[config.mk]
export PLATFORM = sky130hd
export DESIGN_NAME = qerr_irq_ctrl
export DESIGN_NICKNAME = d
export VERILOG_FILES = /design/src/rtl/qerr_pkg.sv /design/src/rtl/qerr_reg_decode.sv /design/src/rtl/qerr_cause_bank.sv /design/src/rtl/qerr_qen_ctrl.sv /design/src/rtl/qerr_irq_ctrl.sv
export SDC_FILE = /design/constraint.sdc
export NUM_CORES = 1
export LEC_CHECK = 0
export BUFFER_PORTS_ARGS = -buffer_cell sky130_fd_sc_hd__clkbuf_2
export CORE_ASPECT_RATIO = 0.7
export CORE_MARGIN = 1
export CORE_UTILIZATION = 49
export CTS_CLUSTER_DIAMETER = 50
export DETAILED_ROUTE_END_ITERATION = 8
export GPL_TIMING_DRIVEN = 0
export PLACE_DENSITY = 0.78
export SYNTH_ARGS = -nofsm -noshare
export SYNTH_HDL_FRONTEND = slang
export SYNTH_SLANG_ARGS = --single-unit
[constraint.sdc]
create_clock -name clk -period 1.4 [get_ports clk]
set_clock_uncertainty 0.05 [all_clocks]
set_input_delay 0.14 -clock clk [delete_from_list [all_inputs] [get_ports clk]]
set_output_delay 0.14 -clock clk [all_outputs]
set_load 0.02 [all_outputs]
[src/rtl/qerr_pkg.sv]
package qerr_pkg;

  localparam int unsigned NCAUSE = 5;
  localparam int unsigned ADDR_W = 3;

  // cause bit positions (software decodes them)
  localparam int unsigned CB_MBOX   = 0;
  localparam int unsigned CB_DBOVF  = 1;
  localparam int unsigned CB_INSTRD = 2;
  localparam int unsigned CB_RESWR  = 3;
  localparam int unsigned CB_SWERR  = 4;

  // causes that stop the queue when continue-on-error is off
  localparam logic [NCAUSE-1:0] STOP_MASK_DEF = 5'b01110;

  typedef enum logic [ADDR_W-1:0] {
    RA_CAUSE     = 3'd0,
    RA_CAUSE_SET = 3'd1,
    RA_MASK_SET  = 3'd2,
    RA_MASK_CLR  = 3'd3,
    RA_QCTL      = 3'd4,
    RA_MBOX      = 3'd5
  } reg_addr_e;

  typedef struct packed {
    logic cause_clr;
    logic cause_set;
    logic mask_set;
    logic mask_clr;
    logic qctl;
    logic mbox;
  } wr_stb_t;

  function automatic logic cause_next(input logic cur, input logic set, input logic clr);
    return set | (cur & ~clr);
  endfunction

  function automatic logic irq_of(input logic [NCAUSE-1:0] cause,
                                  input logic [NCAUSE-1:0] ena);
    return |(cause & ena);
  endfunction

  function automatic logic stop_hit(input logic [NCAUSE-1:0] set_req,
                                    input logic [NCAUSE-1:0] mask,
                                    input logic cont);
    return !cont && (|(set_req & mask));
  endfunction

endpackage

[src/rtl/qerr_reg_decode.sv]
module qerr_reg_decode
  import qerr_pkg::*;
(
  input  logic              wr,
  input  logic [ADDR_W-1:0] addr,
  output wr_stb_t           stb
);

  always_comb begin
    stb = '0;
    if (wr) begin
      unique case (addr)
        RA_CAUSE:     stb.cause_clr = 1'b1;
        RA_CAUSE_SET: stb.cause_set = 1'b1;
        RA_MASK_SET:  stb.mask_set  = 1'b1;
        RA_MASK_CLR:  stb.mask_clr  = 1'b1;
        RA_QCTL:      stb.qctl      = 1'b1;
        RA_MBOX:      stb.mbox      = 1'b1;
        default:      stb = '0;
      endcase
    end
  end

endmodule

[src/rtl/qerr_cause_bank.sv]
module qerr_cause_bank
  import qerr_pkg::*;
#(
  parameter int unsigned N = NCAUSE
) (
  input  logic         clk,
  input  logic         rst_n,
  input  logic [N-1:0] hw_set,
  input  logic [N-1:0] wbits,
  input  logic         sw_set_stb,
  input  logic         sw_clr_stb,
  input  logic         msk_set_stb,
  input  logic         msk_clr_stb,
  output logic [N-1:0] set_req,
  output logic [N-1:0] cause_q,
  output logic [N-1:0] ena_q
);

  for (genvar i = 0; i < N; i++) begin : g_bit
    logic sw_clr_i;
    assign set_req[i] = hw_set[i] | (sw_set_stb & wbits[i]);
    assign sw_clr_i   = sw_clr_stb & wbits[i];

    always_ff @(posedge clk or negedge rst_n) begin
      if (!rst_n) begin
        cause_q[i] <= 1'b0;
        ena_q[i]   <= 1'b0;
      end else begin
        cause_q[i] <= cause_next(cause_q[i], set_req[i], sw_clr_i);
        ena_q[i]   <= cause_next(ena_q[i], msk_set_stb & wbits[i],
                                 msk_clr_stb & wbits[i]);
      end
    end

    AST_SET_LATCHES: assert property (@(posedge clk) disable iff (!rst_n)
      set_req[i] |=> cause_q[i]);
    AST_CAUSE_STICKY: assert property (@(posedge clk) disable iff (!rst_n)
      (cause_q[i] && !sw_clr_i) |=> cause_q[i]);
    AST_W1C_CLEARS: assert property (@(posedge clk) disable iff (!rst_n)
      (sw_clr_i && !set_req[i]) |=> !cause_q[i]);
  end

endmodule

[src/rtl/qerr_qen_ctrl.sv]
module qerr_qen_ctrl
  import qerr_pkg::*;
#(
  parameter int unsigned       N         = NCAUSE,
  parameter logic [N-1:0]      STOP_MASK = STOP_MASK_DEF
) (
  input  logic         clk,
  input  logic         rst_n,
  input  logic [N-1:0] set_req,
  input  logic         qctl_stb,
  input  logic         wr_run,
  input  logic         wr_cont,
  output logic         stop_evt,
  output logic         qen_q,
  output logic         cont_q
);

  assign stop_evt = stop_hit(set_req, STOP_MASK, cont_q);

  always_ff @(posedge clk or negedge rst_n) begin
    if (!rst_n) begin
      qen_q  <= 1'b0;
      cont_q <= 1'b0;
    end else begin
      if (qctl_stb) cont_q <= wr_cont;
      if (stop_evt)      qen_q <= 1'b0;
      else if (qctl_stb) qen_q <= wr_run;
    end
  end

  AST_AUTO_STOP: assert property (@(posedge clk) disable iff (!rst_n)
    stop_evt |=> !qen_q);
  AST_NO_SELF_START: assert property (@(posedge clk) disable iff (!rst_n)
    (!qen_q && !qctl_stb) |=> !qen_q);
  AST_CONT_KEEPS_RUN: assert property (@(posedge clk) disable iff (!rst_n)
    (cont_q && !qctl_stb) |=> $stable(qen_q));

endmodule

[src/rtl/qerr_irq_ctrl.sv]
module qerr_irq_ctrl
  import qerr_pkg::*;
#(
  parameter int unsigned  DATA_W    = 32,
  parameter logic [4:0]   STOP_MASK = STOP_MASK_DEF
) (
  input  logic              clk,
  input  logic              rst_n,
  input  logic              reg_wr,
  input  logic [ADDR_W-1:0] reg_addr,
  input  logic [DATA_W-1:0] reg_wdata,
  output logic [DATA_W-1:0] reg_rdata,
  input  logic              ev_dbell_ovf,
  input  logic              ev_inst_rd_err,
  input  logic              ev_res_wr_err,
  input  logic              ev_eng_swerr,
  output logic              irq,
  output logic              queue_en
);

  wr_stb_t             stb;
  logic [NCAUSE-1:0]   hw_set;
  logic [NCAUSE-1:0]   set_req;
  logic [NCAUSE-1:0]   cause_q;
  logic [NCAUSE-1:0]   ena_q;
  logic                stop_evt;
  logic                cont_q;
  logic [DATA_W-1:0]   mbox_q;

  qerr_reg_decode u_dec (
    .wr   (reg_wr),
    .addr (reg_addr),
    .stb  (stb)
  );

  always_comb begin
    hw_set            = '0;
    hw_set[CB_MBOX]   = stb.mbox;
    hw_set[CB_DBOVF]  = ev_dbell_ovf;
    hw_set[CB_INSTRD] = ev_inst_rd_err;
    hw_set[CB_RESWR]  = ev_res_wr_err;
    hw_set[CB_SWERR]  = ev_eng_swerr;
  end

  qerr_cause_bank #(.N(NCAUSE)) u_bank (
    .clk         (clk),
    .rst_n       (rst_n),
    .hw_set      (hw_set),
    .wbits       (reg_wdata[NCAUSE-1:0]),
    .sw_set_stb  (stb.cause_set),
    .sw_clr_stb  (stb.cause_clr),
    .msk_set_stb (stb.mask_set),
    .msk_clr_stb (stb.mask_clr),
    .set_req     (set_req),
    .cause_q     (cause_q),
    .ena_q       (ena_q)
  );

  qerr_qen_ctrl #(.N(NCAUSE), .STOP_MASK(STOP_MASK)) u_qen (
    .clk      (clk),
    .rst_n    (rst_n),
    .set_req  (set_req),
    .qctl_stb (stb.qctl),
    .wr_run   (reg_wdata[0]),
    .wr_cont  (reg_wdata[1]),
    .stop_evt (stop_evt),
    .qen_q    (queue_en),
    .cont_q   (cont_q)
  );

  always_ff @(posedge clk or negedge rst_n) begin
    if (!rst_n)        mbox_q <= '0;
    else if (stb.mbox) mbox_q <= reg_wdata;
  end

  assign irq = irq_of(cause_q, ena_q);

  always_comb begin
    reg_rdata = '0;
    unique case (reg_addr)
      RA_CAUSE, RA_CAUSE_SET: reg_rdata[NCAUSE-1:0] = cause_q;
      RA_MASK_SET, RA_MASK_CLR: reg_rdata[NCAUSE-1:0] = ena_q;
      RA_QCTL: reg_rdata[1:0] = {cont_q, queue_en};
      RA_MBOX: reg_rdata = mbox_q;
      default: reg_rdata = '0;
    endcase
  end

  AST_IRQ_NEEDS_ENA: assert property (@(posedge clk) disable iff (!rst_n)
    (ena_q == '0) |-> !irq);
  AST_MBOX_RAISES: assert property (@(posedge clk) disable iff (!rst_n)
    stb.mbox |=> cause_q[CB_MBOX]);

endmodule

==> results of run 1 <==
-- final cells by class --
type / count / area, sq um / share of cell area
multi-input cells: 118 / 975 / 0.348
well taps: 52 / 65.1 / 0.0232
inverters: 6 / 22.5 / 0.00803
flip-flops and latches: 44 / 1100 / 0.393
repair buffers: 78 / 427 / 0.152
clock buffers: 7 / 96.3 / 0.0344
plain buffers: 10 / 87.6 / 0.0312
clock inverters: 1 / 30.0 / 0.0107
-- cell families after synthesis --
family	share of synthesized area
AND/OR/NAND/NOR	0.151
AO/OA/AOI/OAI	0.0855
multiplexers	0.210
flip-flops	0.508
buffers and inverters	0.0451
-- layout by cell type (no fill, tap or decap), drive strengths merged, types with 2 or more instances in the layout --
cell and instances:
and3b 2, and2 27, mux2 32, o21ai 5, nor3 2, nand2 11
a211oi 2, inv 6, a311o 4, a21o 2, dfrtp 44, buf 15
nor2b 4, a31oi 3, nor2 3, a21boi 5, clkbuf 80, mux2i 8
nor3b 2
-- through the flow --
stage	area, sq um	setup WS, ns	hold WS [ns]
5_1_grt	2800	-0.149	0.00162
3_5_place_dp	2600	-0.164	0.308
6_report	2800	-0.0812	-0.0244
4_1_cts	2770	-0.0797	0.00402
2_1_floorplan	2170	0.0899	-0.206
3_3_place_gp	2600	-0.163	0.298
-- final timing paths --
path	startpoint	endpoint	depth (start not counted)
max	u_bank.cause_q[3]	irq	3
min	rst_n	u_bank.cause_q[3]	1
max reg2reg	u_bank.cause_q[2]	u_bank.cause_q[2]	2
min reg2reg	mbox_q[8]	mbox_q[8]	1
max in group asynchronous	rst_n	mbox_q[6]	1
min in group clk	ev_dbell_ovf	u_bank.cause_q[1]	2
-- power breakdown --
| group | switching, uW | total [uW] | internal, uW | leakage [uW] |
|---|---|---|---|---|
| sequential | 124 | 1640 | 1520 | 0.000516 |
| combinational | 308 | 685 | 377 | 0.000857 |
| clock | 416 | 1050 | 630 | 0.0000645 |
| total | 848 | 3370 | 2530 | 0.00144 |
-- state kept, by name, indices dropped and copies added, names as in the netlist --
| register | count |
|---|---|
| u_bank.ena_q | 5 |
| u_qen.qen_q | 1 |
| u_qen.cont_q | 1 |
| u_bank.cause_q | 5 |
| mbox_q | 32 |
-- per-layer routing --
| layer | wire length [um] | track usage | up-vias |
|---|---|---|---|
| met4 | 13 | 0.0510 | 0 |
| met2 | 1950 | 0.298 | 52 |
| met1 | 2250 | 0.315 | 777 |
| li1 | - | - | 791 |
| met3 | 238 | 0.0520 | 2 |
| met5 | 0 | 0 | - |
-- repair_timing --
item	CTS	global route
cloned	0	0
hold endpoints to repair	0	0
resized for setup	11	15
setup buffers	3	1
setup endpoints to repair	26	26
pin swaps	4	1
-- worst max-delay path: stages (launching register included) --
cell,delay (ns)
dfrtp_1,0.41
a222oi_1,0.32
nand2_1,0.11
clkbuf_8,0.16
==> summary.md, run 1 <==
| Metric | Value |
|---|---|
| Outcome | `finished, violations left` |
| Failing checks | `negative hold slack, negative setup slack` |
| Peak Freq | `0.675 GHz` |
| Routed len/inst | `about 14 um` |
| Synth area leaders | `dfrtp_1 (51%), mux2_2 (13%), and2_1 (7.8%), mux2i_1 (3.7%), mux2_4 (2.8%)` |
| EDFF count, synth | `0` |
| Post-synth top cells | `dfrtp_1 (44), and2_1 (27), mux2_2 (25)` |
| Worst Hold Slack | `-0.0244 ns` |
| CP Max Fanout | `3` |
| Cell Pwr Density | `1200 mW/mm^2` |
| GR Overflow Total | `0` |
| First-pass DRT Iterations | `4` |
| Cts hold-fix bufs | `0` |
| Final WL | `4460 um` |
| Worst-path clk slew | `around 0.09 ns` |
| Synth warn | `0` |
| Post-layout minimum cycle time | `1.48 ns` |
| Max Cap Violations | `0` |
| Hpwl dp | `3270 um` |
| Buffers added on ports | `74` |
| Peak supply drop | `0.834 mV` |
| Core area | `roughly 0.004 sq mm` |
| Yosys reg bits | `44` |
| Static Leak | `0.00144 uW` |
| Synth Instances | `178` |
| Largest net degree at the start of global routing | `45` |
| Yosys top cell area share | `0.508` |
| Share of cells above drive strength 1 | `0.500` |
| Final count of hold timing violations | `38` |
| Slew Viols, Final | `0` |
| Die Width | `81.5 um` |
| Total track usage | `0.207` |
| Vias in the first global route | `1548` |
| Initial antenna violation count | `0` |
| Reg-to-reg slack, setup | `roughly 0.33 ns` |
| H-tree levels | `2` |
| DRT antenna net count | `0` |
| DRT iter0 DRCs | `68` |
| Clock root cell | `clkbuf_8` |
| Post-synth cell types | `32` |
| Placed cell count | `304` |
| Setup_tns | `-0.119 ns` |
| Via/cell ratio | `5.13` |
| CTS tree | `done` |
| Slew at the pin closest to its max-slew limit | `1.06 ns` |
| Ys flop type | `dfrtp_1` |
| Clock sinks | `44` |
| Clk buf depth | `2` |
| Antenna diodes | `0` |
| Drt drc | `0` |
| Total number of vias | `1622` |
| Critical path endpoint category | `output pin` |
| First-pass GRT wire length | `7230 um` |
| Post-Syn Nets | `220` |
| Normalized max-slew margin | `0.291` |
| Latest clock arrival within the worst-skew pair | `0.29 ns` |
| Worst setup margin | `-0.0812 ns` |
| Die Span Y | `approximately 58 um` |
| Hold/Removal Path Class | `primary input to async pin` |
| Starting density of the core | `0.533` |
| Rows | `19` |
| Largest area contributor in the netlist | `dfrtp_1` |
| Fin cells | `316` |
| Pwr Total | `3370 uW` |
| Die area | `between 0.004 and 0.005 sq mm` |
| Final setup violation count | `3` |
| Crit share post-route | `1.06` |
| Fillers | `321` |
| WP data required | `1.21 ns` |
| Final nets | `305` |
| Most common cell in the netlist | `dfrtp_1` |
| Asr flop ratio synth | `1.00` |
| CP startpoint kind | `flop` |
| Util after Layout | `0.690` |
| Sequential fraction of the synthesis area | `0.508` |
| CTS Buf Count | `5` |
| Mean Syn Cell Area | `12.2 sq um` |
| Synthesized cell area | `0.00217 sq mm` |
| # IOs | `76` |
| Final Wtd Congestion | `0.832` |
| RSZ-0062 raised after global routing | `yes` |
| CP Class | `flop to output pin` |
| Crit path arrival time | `between 1 and 1.5 ns` |
| Layout area overhead | `29.5%` |
No activity file was read; power rests on OpenSTA's default activity.
==> run 2: changes to the inputs <==
- ABC_AREA: not set -> 1
- CORE_UTILIZATION: 49 -> 50
- PLACE_DENSITY: 0.78 -> 0.79
==> summary.md, run 2 <==
| Metric | Value |
|---|---|
| Hpwl dp | `roughly 3500 um` |
| Reg with most FFs | `mbox_q` |
| Most frequent cells in the layout | `clkbuf_2 (72), nor2_1 (45), dfrtp_1 (44)` |
| Layout area overhead | `26.4%` |
| Seq pwr share | `0.511` |
| Starting density of the core | `0.542` |
| Worst Hold Slack | `-0.0489 ns` |
| Antenna diodes | `0` |
| Final setup violation count | `1` |
| Reg2reg path depth | `3` |
| Most common cell in the netlist | `nor2_1` |
| EDFF count, synth | `0` |
| Worst setup margin | `-0.0421 ns` |
| CTS Buf Count | `5` |
| H-tree levels | `2` |
| Asr flop ratio synth | `1.00` |
| Critical Path End | `irq` |
| Share of cells above drive strength 1 | `0.398` |
| Peak Freq | `~0.69 GHz` |
| Synth area leaders | `dfrtp_1 (50%), a21oi_2 (11%), nor2_1 (7.8%), inv_1 (6.8%), nand2_1 (5.5%)` |
| Yosys top cell area share | `0.500` |
| Synth warn | `0` |
| Die Span Y | `roughly 58 um` |
| Cell Pwr Density | `1110 mW/mm^2` |
| Final count of hold timing violations | `44` |
| Vias in the first global route | `around 1.7k` |
| Outcome | `finished, violations left` |
| Pint | `approximately 2100 uW` |
| Slew at the pin closest to its max-slew limit | `a little over 1 ns` |
| Total track usage | `0.227` |
| Worst path slowest cell | `dfrtp_1` |
| Synth Instances | `258` |
| Largest area contributor in the netlist | `dfrtp_1` |
| Clock network power share | `0.244` |
| Routed len/inst | `12.2 um` |
| Hold/Removal Path Class | `primary input to async pin` |
| Fillers | `353` |
| Crit path arrival time | `1.25 ns` |
| Synthesized cell area | `0.00220 sq mm` |
| Worst path max stage delay | `0.39 ns` |
| Total number of vias | `1984` |
| Drt drc | `0` |
| Initial antenna violation count | `0` |
| Setup_tns | `-0.0421 ns` |
| Comb power frac | `0.246` |
| Slew Viols, Final | `0` |
| Reg-to-reg slack, setup | `~0.54 ns` |
| Largest registers | `mbox_q x32, u_bank.cause_q x5, u_bank.ena_q x5` |
| First-pass GRT wire length | `~7700 um` |
| Clock root cell | `clkbuf_8` |
| GR Overflow Total | `0` |
| Stages on the worst setup path | `5` |
| Peak supply drop | `approximately 0.7 mV` |
| Commonest non-fill, non-tap cell in the layout | `clkbuf_2` |
| Crit path top cell by count | `nand2_1` |
| Reg-to-Reg End | `u_bank.cause_q[0]` |
| Max reg flops | `32` |
| Worst-path clk slew | `0.08 ns` |
| First-pass DRT Iterations | `4` |
| Cell family with most CP delay | `flip-flops` |
| Static Leak | `0.00152 uW` |
| Final nets | `between 300 and 400` |
| CP Class | `flop to output pin` |
| DRT antenna net count | `0` |
| CP startpoint kind | `flop` |
| CP Cell Sequence | `nand2_1, nand2_2, a221oi_2, nand2_1, clkbuf_8` |
| Setup crit start | `u_bank.ena_q[1]` |
| Post-synth top cells | `nor2_1 (46), dfrtp_1 (44), inv_1 (40)` |
| Critical R2R Launch | `u_bank.cause_q[0]` |
| Critical path endpoint category | `output pin` |
| Crit share post-route | `1.03` |
| Die area | `0.00468 sq mm` |
| Failing checks | `negative hold slack, negative setup slack` |
| Max Cap Violations | `0` |
| Fin area | `0.00278 sq mm` |
| Placed Area | `approximately 0.0026 sq mm` |
| Mean Syn Cell Area | `8.54 sq um` |
| CTS tree | `done` |
| Clock sinks | `44` |
| Latest clock arrival within the worst-skew pair | `0.30 ns` |
| Switch share | `0.307` |
| Via/cell ratio | `5.01` |
| Largest net degree at the start of global routing | `45` |
| # IOs | `76` |
| Post-synth cell types | `22` |
| DRT iter0 DRCs | `between 100 and 150` |
| WP data required | `1.21 ns` |
| Ys flop type | `dfrtp_1` |
| Die Width | `81.3 um` |
| Rows | `19` |
| Post-layout minimum cycle time | `1.44 ns` |
| RSZ-0062 raised after global routing | `yes` |
| Clk buf depth | `2` |
| CP Max Fanout | `2` |
| Core area | `0.00407 sq mm` |
| Final WL | `4840 um` |
| Post-Syn Nets | `300` |
| Net Sw Power | `945 uW` |
| Sequential fraction of the synthesis area | `0.500` |
| Normalized max-slew margin | `0.315` |
| CP bufs+invs | `1` |
| Final Wtd Congestion | `0.863` |
| Buffers added on ports | `74` |
| Yosys reg bits | `44` |
[run 2: changes by cell type in the layout (fill, tap and decap cells not counted), moves of 12 or more]
| cell | delta |
|---|---|
| and2_1 | -27 |
| nand2_1 | +21 |
| nor2_1 | +42 |
| a21oi_2 | +27 |
| nand3_1 | +12 |
| mux2_2 | -25 |
| inv_1 | +34 |
| o21ai_0 | +15 |
[run 2: cell type report]
type | count | area (sq um) | share of cell area
buffer | 10 | 85.1 | 0.0306
clock buffer | 6 | 72.6 | 0.0261
clock inverter | 1 | 5.00 | 0.00180
inverter | 42 | 159 | 0.0571
multi-input combinational | 162 | 871 | 0.313
sequential | 44 | 1100 | 0.396
tap | 52 | 65.1 | 0.0234
timing repair buffer | 79 | 425 | 0.153
[run 2: worst min-delay path by stage]
| stage | from | end | slack, ns | depth (start not counted) |
|---|---|---|---|---|
| after floorplan | rst_n | mbox_q[0] | -0.21 | 0 |
| after global placement | ev_eng_swerr | u_bank.cause_q[4] | 0.31 | 3 |
| after detailed placement | ev_dbell_ovf | u_bank.cause_q[1] | 0.31 | 3 |
| after CTS | rst_n | u_qen.qen_q | 0.01 | 1 |
| after global routing | reg_wdata[20] | mbox_q[20] | 0.04 | 3 |
| final | rst_n | u_bank.cause_q[1] | -0.05 | 1 |
[run 2: per-layer routing]
layer | part of all wire | wire (um) | track usage
met3 | 0.059 | 287 | 0.0512
met5 | 0 | 0 | 0
met2 | 0.43 | 2070 | 0.331
met1 | 0.50 | 2410 | 0.333
met4 | 0.015 | 74 | 0.0791
[run 2: cells by family (layout without fill, tap and decap cells)]
logic type | after synthesis | in the layout | share of synthesized area
compound gates | 55 | 55 | 0.177
buf+inv | 52 | 138 | 0.110
flops | 44 | 44 | 0.500
simple gates | 107 | 107 | 0.213
[run 2: through the flow]
step	worst slack [ns]	hold slack, ns	std cells	util	total power (uW)
2_1_floorplan	0.296	-0.206	258	-	2060
3_3_place_gp	-0.0648	0.306	384	0.649	2270
3_5_place_dp	-0.0879	0.311	384	0.649	2300
4_1_cts	-0.0327	0.0110	396	0.682	3080
5_1_grt	-0.104	0.0371	396	0.685	3240
6_report	-0.0421	-0.0489	396	0.685	3080
[run 2: what timing repair did]
action / 4_1_cts / 5_1_grt
setup buffers: 4 / 0
endpoints found under the hold margin: 1 / 0
hold buffers: 1 / 0
gates resized for setup: 4 / 10
setup endpoints to repair: 1 / 23
pin swaps: 3 / 4
[run 2: power groups by stage]
| stage | logic [uW] | clock network [uW] | registers, uW |
|---|---|---|---|
| 2_1_floorplan | 483 | 0 | 1570 |
| 3_3_place_gp | 681 | 0 | 1590 |
| 3_5_place_dp | 702 | 0 | 1600 |
| 4_1_cts | 753 | 758 | 1570 |
| 5_1_grt | 845 | 799 | 1590 |
| 6_report | 756 | 750 | 1570 |
